[src/rtl/xcvr_pkg.sv]
// Shared types for the two-way transceiver.
// Assumes: one control bundle per direction, all sampled by the system clock.
package xcvr_pkg;

    // Control bundle for one direction of data flow
    typedef struct packed {
        logic out_en_n;   // 1 = isolated (no drive)
        logic latch_en;   // 1 = transparent
        logic dclk;       // data clock, sampled
        logic dclk_en_n;  // 1 = data-clock edges inhibited
    } xcvr_ctrl_t;

    localparam int unsigned NUM_DIRS = 2;

endpackage

[src/rtl/xcvr_edge_sense.sv]
// Finds rising edges of a data clock by comparing the current sample with a
// registered previous sample. Assumes dclk_i is already synchronous to clk.
// After reset the previous sample reads 1, so a high clock is not an edge.
module xcvr_edge_sense (
    input  logic clk,
    input  logic rst_n,
    input  logic dclk_i,
    output logic rise_o
);

    logic prev_q;

    // Keep the previous sample of the data clock
    always_ff @(posedge clk) begin
        if (!rst_n) prev_q <= 1'b1;
        else        prev_q <= dclk_i;
    end

    // An edge is a 1 now after a 0 in the previous cycle
    always_comb rise_o = dclk_i & ~prev_q;

    AST_RISE_AFTER_LOW: assert property (@(posedge clk) disable iff (!rst_n)
        rise_o |-> !$past(dclk_i));

endmodule

[src/rtl/xcvr_hold_cell.sv]
// Storage for one direction. It joins a transparent latch with an
// edge-triggered register: while the latch is open, storage follows the input
// every cycle and the output bypasses storage; while it is closed, a
// qualified edge loads storage. Assumes rise_i comes from xcvr_edge_sense.
module xcvr_hold_cell #(
    parameter int unsigned WIDTH = 18
) (
    input  logic             clk,
    input  logic             rst_n,
    input  logic             latch_en_i,
    input  logic             dclk_en_n_i,
    input  logic             rise_i,
    input  logic [WIDTH-1:0] din_i,
    output logic [WIDTH-1:0] dout_o
);

    logic [WIDTH-1:0] stored_q;
    logic             edge_load;
    logic             load;

    // Qualify the data-clock edge with a closed latch and an enabled clock
    always_comb edge_load = rise_i & ~latch_en_i & ~dclk_en_n_i;
    // Storage loads when the latch is open or on a qualified edge
    always_comb load = latch_en_i | edge_load;

    // Storage register
    always_ff @(posedge clk) begin
        if (!rst_n)    stored_q <= '0;
        else if (load) stored_q <= din_i;
    end

    // The output bypasses storage while the latch is open
    always_comb dout_o = latch_en_i ? din_i : stored_q;

    AST_OPEN_LOADS: assert property (@(posedge clk) disable iff (!rst_n)
        latch_en_i |=> (stored_q == $past(din_i)));
    AST_EDGE_LOADS: assert property (@(posedge clk) disable iff (!rst_n)
        (!latch_en_i && !dclk_en_n_i && rise_i) |=> (stored_q == $past(din_i)));
    AST_INHIBIT_HOLDS: assert property (@(posedge clk) disable iff (!rst_n)
        (!latch_en_i && dclk_en_n_i) |=> $stable(stored_q));
    AST_NO_EDGE_HOLDS: assert property (@(posedge clk) disable iff (!rst_n)
        (!latch_en_i && !rise_i) |=> $stable(stored_q));

endmodule

[src/rtl/xcvr_lane.sv]
// One direction of flow: edge detection, storage and the output enable.
// Assumes the output enable is active low. The drive-enable vector replicates
// its inverse, and the data output is forced to zero while isolated.
module xcvr_lane
    import xcvr_pkg::*;
#(
    parameter int unsigned WIDTH = 18
) (
    input  logic             clk,
    input  logic             rst_n,
    input  xcvr_ctrl_t       ctrl_i,
    input  logic [WIDTH-1:0] din_i,
    output logic [WIDTH-1:0] dout_o,
    output logic [WIDTH-1:0] drv_o
);

    logic             rise;
    logic [WIDTH-1:0] cell_out;

    xcvr_edge_sense u_edge (
        .clk    (clk),
        .rst_n  (rst_n),
        .dclk_i (ctrl_i.dclk),
        .rise_o (rise)
    );

    xcvr_hold_cell #(.WIDTH(WIDTH)) u_cell (
        .clk         (clk),
        .rst_n       (rst_n),
        .latch_en_i  (ctrl_i.latch_en),
        .dclk_en_n_i (ctrl_i.dclk_en_n),
        .rise_i      (rise),
        .din_i       (din_i),
        .dout_o      (cell_out)
    );

    // Drive enable and gated data for the receiving port
    always_comb begin
        drv_o  = {WIDTH{~ctrl_i.out_en_n}};
        dout_o = ctrl_i.out_en_n ? '0 : cell_out;
    end

endmodule

[src/rtl/xcvr_bus_pair.sv]
// Top level of the two-way transceiver. Lane 0 carries A to B and lane 1
// carries B to A. Assumes the ports are split into in/out/drive vectors and
// that the surrounding logic resolves any bus contention.
module xcvr_bus_pair
    import xcvr_pkg::*;
#(
    parameter int unsigned WIDTH = 18
) (
    input  logic             clk,
    input  logic             rst_n,
    input  logic [WIDTH-1:0] a_in,
    output logic [WIDTH-1:0] a_out,
    output logic [WIDTH-1:0] a_drv,
    input  logic [WIDTH-1:0] b_in,
    output logic [WIDTH-1:0] b_out,
    output logic [WIDTH-1:0] b_drv,
    input  logic             a2b_out_en_n,
    input  logic             a2b_latch_en,
    input  logic             a2b_dclk,
    input  logic             a2b_dclk_en_n,
    input  logic             b2a_out_en_n,
    input  logic             b2a_latch_en,
    input  logic             b2a_dclk,
    input  logic             b2a_dclk_en_n
);

    xcvr_ctrl_t       ctrl [NUM_DIRS];
    logic [WIDTH-1:0] lane_in  [NUM_DIRS];
    logic [WIDTH-1:0] lane_out [NUM_DIRS];
    logic [WIDTH-1:0] lane_drv [NUM_DIRS];

    // Gather each direction's controls and source data
    always_comb begin
        ctrl[0]    = '{out_en_n: a2b_out_en_n, latch_en: a2b_latch_en,
                       dclk: a2b_dclk, dclk_en_n: a2b_dclk_en_n};
        ctrl[1]    = '{out_en_n: b2a_out_en_n, latch_en: b2a_latch_en,
                       dclk: b2a_dclk, dclk_en_n: b2a_dclk_en_n};
        lane_in[0] = a_in;
        lane_in[1] = b_in;
    end

    for (genvar d = 0; d < NUM_DIRS; d++) begin : g_lane
        xcvr_lane #(.WIDTH(WIDTH)) u_lane (
            .clk    (clk),
            .rst_n  (rst_n),
            .ctrl_i (ctrl[d]),
            .din_i  (lane_in[d]),
            .dout_o (lane_out[d]),
            .drv_o  (lane_drv[d])
        );
    end

    // Route each lane to the port it drives
    always_comb begin
        b_out = lane_out[0];
        b_drv = lane_drv[0];
        a_out = lane_out[1];
        a_drv = lane_drv[1];
    end

    AST_B_ISOLATED: assert property (@(posedge clk) disable iff (!rst_n)
        a2b_out_en_n |-> (b_out == '0 && b_drv == '0));
    AST_A_ISOLATED: assert property (@(posedge clk) disable iff (!rst_n)
        b2a_out_en_n |-> (a_out == '0 && a_drv == '0));

endmodule

[config.mk]
export PLATFORM = sky130hd
export DESIGN_NAME = xcvr_bus_pair
export DESIGN_NICKNAME = d
export VERILOG_FILES = /design/src/rtl/xcvr_pkg.sv /design/src/rtl/xcvr_edge_sense.sv /design/src/rtl/xcvr_hold_cell.sv /design/src/rtl/xcvr_lane.sv /design/src/rtl/xcvr_bus_pair.sv
export SDC_FILE = /design/constraint.sdc
export NUM_CORES = 1
export LEC_CHECK = 0
export ABC_CLOCK_PERIOD_IN_PS = 3300
export BUFFER_PORTS_ARGS = -buffer_cell sky130_fd_sc_hd__buf_2
export CAP_MARGIN = 20
export CORE_UTILIZATION = 50
export CTS_CLUSTER_DIAMETER = 30
export DETAILED_ROUTE_END_ITERATION = 8
export GPL_TIMING_DRIVEN = 0
export PLACE_DENSITY = 0.95
export SYNTH_ARGS = -nofsm -noshare
export SYNTH_HDL_FRONTEND = slang
export SYNTH_SLANG_ARGS = --single-unit
[constraint.sdc]
create_clock -name clk -period 3.3 [get_ports clk]
set_clock_uncertainty 0.1 [all_clocks]
set_input_delay 0.165 -clock clk [delete_from_list [all_inputs] [get_ports clk]]
set_output_delay 0.165 -clock clk [all_outputs]
set_load 0.02 [all_outputs]
# [Word-level counts from Yosys, hierarchy flattened]
# Cells that the tools add are included.
[totals] ff_bits=38 latch_bits=0 ramBits=0 mem_bits_ro=0 inputBits=46 output_inout_bits=72 word_cells=24 n_memories=0
[classes] add_sub_neg=0 mul=0 n_div=0 order_cmp=0 eq_ne=0 n_shift=0 muxes=4 bitwise_logic=16 reduce_logical=0
[ops] op="$mux 18" count=4
[ops] op="$not 1->1" count=8
[ops] op="$and 1x1->1" count=6
[ops] op="$or 1x1->1" count=2

# [Longest topological paths before layout]
[depth] ltp_word=5 mapped_depth=4 mapped_depth_nobuf=3

# [Hierarchy]
# From an unflattened synthesis, not the netlist that was laid out.
[hier_totals] hier_cells=280 hier_area_um2=2537.4
[by_module_without_submodules] module="xcvr_hold_cell" n_inst=2 cells_each=100 area_each_um2=967.2 seq_area_each_um2=360.3
[by_module_without_submodules] module="xcvr_lane" n_inst=2 cells_each=37 area_each_um2=261.5 seq_area_each_um2=0.0
[by_module_without_submodules] module="xcvr_edge_sense" n_inst=2 cells_each=3 area_each_um2=40.0 seq_area_each_um2=20.0

# [Worst setup path before layout]
# OpenSTA, ideal clock, no wires.
[synth_timing] path_type="input port to output port" startpoint="in b2a_out_en_n" endpoint="out a_drv[10]" arrival_ps=1167 required_time_ps=3035 slack_ps=1868 path_stages=4 path_buffers=3 path_cell_list="buf_2 > buf_1 > inv_1 > buf_4"
[synth_between] elab_chain_len=1
[synth_lines] item="start: declaration" line="xcvr_bus_pair.sv:21" rtl="input logic b2a_out_en_n,"
[synth_lines] item="$not 1->1" line="xcvr_lane.sv:39" rtl="drv_o = {WIDTH{~ctrl_i.out_en_n}};"
[synth_lines] item="end: declaration" line="xcvr_bus_pair.sv:13" rtl="output logic [WIDTH-1:0] a_drv,"
# Every way passes these cells.

# [Worst setup path after layout]
[layout_timing] startpoint="in b2a_out_en_n" endpoint="out a_drv[12]"
# The elaborated chain is that of the path after synthesis.

==> out/results.tsv <==
metric	value	unit
status	complete, but fails checks	
failing checks	DRC	
post-synthesis sequential area ratio	32.2	%
antenna cell count	0	
number of remaining DRC errors	18	
unique cell type count in the Yosys netlist	13	
max_cap viols	0	
Die ar.	5000	um2
DPL Wire Length	4130	um
clock buffer count from CTS	5	
CP Data Required Time	3030	ps
worst hold slack	32.1	ps
RSZ-0062 raised after global routing	no	
Syn Nets	324	
hold wc startpoint	rst_n	
setup TNS	0	ps
Post-Route WL	5400	um
Setup-failing EPs final	0	
fillers	353	
clock insertion delay at the later pin of the skew report	270	ps
clk buf depth	2	
grt total ovfl	0	
Final Cycle Share	52.7	%
max incr delay on CP	380	ps
HP Class	in -> reg	
Worst Setup Start Kind	primary input	
largest net degree at the start of global routing	19	
global-route usage over all layers	21.7	%
Crit path arrival time	1470	ps
final cell count without fillers	452	
synthesized flop and latch total	38	
gpl congestion	0.726	
post-synthesis cell area	2360	um2
Area Growth Syn to Fin	31.2	%
Register Area	761	um2
P_leak	1.72	nW
CTS tree	yes	
Worst Hold Endpoint	g_lane[0].u_lane.u_edge.prev_q$_SDFF_PN1_	
mean routed wirelength per cell	11.9	um
CTS sink count	38	
power density over the cells	374	nW/um2
setup slack, reg-to-reg	2090	ps
Post-Synthesis Cells	278	
DRT iter0 DRCs	95	
CTS HTree Levels	2	
number of cells on the worst reg-to-reg path	4	
Worst-path clk slew	70	ps
core area	4440	um2
Final nets	445	
die height	70.7	um
Routed Antenna Nets	0	
PnR Total Power	1.16	mW
Worst R2R End	g_lane[0].u_lane.u_cell.stored_q[11]$_SDFFE_PN0P_	
CP most frequent cell	buf_2	
CP Capture Type	output pin	
max-slew violation count	0	
Initial Util	53.1	%
share of post-route cells with drive strength above 1	41.5	%
vias in the first global route	2038	
DR vias/cell	4.82	
reg2reg start	g_lane[0].u_lane.u_edge.prev_q$_SDFF_PN1_	
final instance area	3100	um2
CTS Root Cell	clkbuf_8	
number of buffers added on ports	112	
IO Pins	118	
worst IR drop on VDD	0.247	mV
WS Path Type	in -> out	
multi-input logic area	1220	um2
Post-Syn Area per Cell	8.49	um2
Slew @ Worst Pin	524	ps
worst hold path cell count	2	
Cell Chain, Critical Path	buf_2, buf_1, inv_1, buf_4, buf_2	
final hold violations	0	
initial antenna violation count	0	
synth warn	0	
Placed Cells incl. Taps	442	
fmax	0.575	GHz
FP Rows	24	
min cycle time layout	1740	ps
Slew HR	65.0	%
Post-CTS Resized	0	
Placed Area	2990	um2
Setup Fix Bufs, Post-CTS	0	
Die Wd	70.7	um
1st-pass router iterations	7	
first-pass GRT wire length	8780	um
critical-path maximum fanout	18	
Slowest cell on crit path	buf_1	
DR vias	2177	
==> logic make-up (layout without fill, tap and decap cells) <==
family	after synthesis	in the layout	share of synthesized area, %
muxes	72	72	30.5
DFF	38	38	32.2
buffers and inverters	54	176	16.3
and+or+nand+nor	114	114	21.0
==> cell usage after synthesis, drive strengths merged <==
cell	instances	area share, %
inv	2	0.32
buf	44	15
nor2	38	7.4
nor3b	2	1.6
nand2b	2	0.53
dfxtp	38	32
clkbuf	8	1.3
nand2	72	11
mux2i	72	31
==> state kept, by name, indices dropped and copies added (netlist names) <==
register and count:
g_lane.u_lane.u_cell.stored_q 36, g_lane.u_lane.u_edge.prev_q 2
==> stage by stage <==
step,utilization [%],setup slack [ps]
floorplan,-,1870
global placement,67.2,1570
detailed placement,67.2,1560
CTS,69.7,1550
global route,69.7,1420
finish,69.7,1560
==> worst max path at each step <==
stage	startpoint	end	slack, ps	depth (start not counted)
CTS	b2a_out_en_n	a_drv[17]	1550	5
detailed placement	b2a_out_en_n	a_drv[17]	1560	5
floorplan	b2a_out_en_n	a_drv[10]	1870	4
global route	a2b_out_en_n	b_drv[3]	1420	5
finish	b2a_out_en_n	a_drv[12]	1560	5
global placement	b2a_out_en_n	a_drv[10]	1570	5
==> critical path: cells and delay by family <==
kind / cells / cell delay [ps]
buffers and inverters: 5 / 1300
==> what timing repair did <==
item	in CTS	in global routing
endpoints found under the hold margin	2	0
hold buffers	2	0
endpoints found under the setup margin	0	0
==> cell type report <==
class	count	area share [%]
plain buffers	52	12.2
clock buffers	7	2.79
clock inverters	1	0.162
inverters	2	0.242
multi-input cells	186	39.3
flip-flops and latches	38	24.6
well taps	52	2.10
repair buffers	114	18.7
==> power breakdown <==
group | switching (mW) | internal (mW)
logic | 0.186 | 0.146
clock network | 0.154 | 0.169
registers | 0.0162 | 0.489
total | 0.356 | 0.804
==> layer usage <==
layer | vias to the layer above | track usage, % | share of wire, %
met5 | - | 0 | 0
met4 | 0 | 6.00 | 1.3
met3 | 12 | 4.99 | 4.9
met2 | 72 | 40.8 | 53
met1 | 990 | 24.4 | 41
li1 | 1103 | - | -
==> cells in the final DEF, fill, tap and decap left out <==
cell type      count
inv_1              2
buf_2            114
nor3b_4            2
buf_4             39
buf_1              1
dfxtp_1           38
nor2_1            36
nand2_1           72
clkbuf_8           6
nor2_8             2
nand2b_1           2
dlygate4sd3_1      2
clkbuf_1           9
mux2i_1           72
buf_12             2
clkinv_2           1
Note: power is estimated with default switching activity, not from simulation.
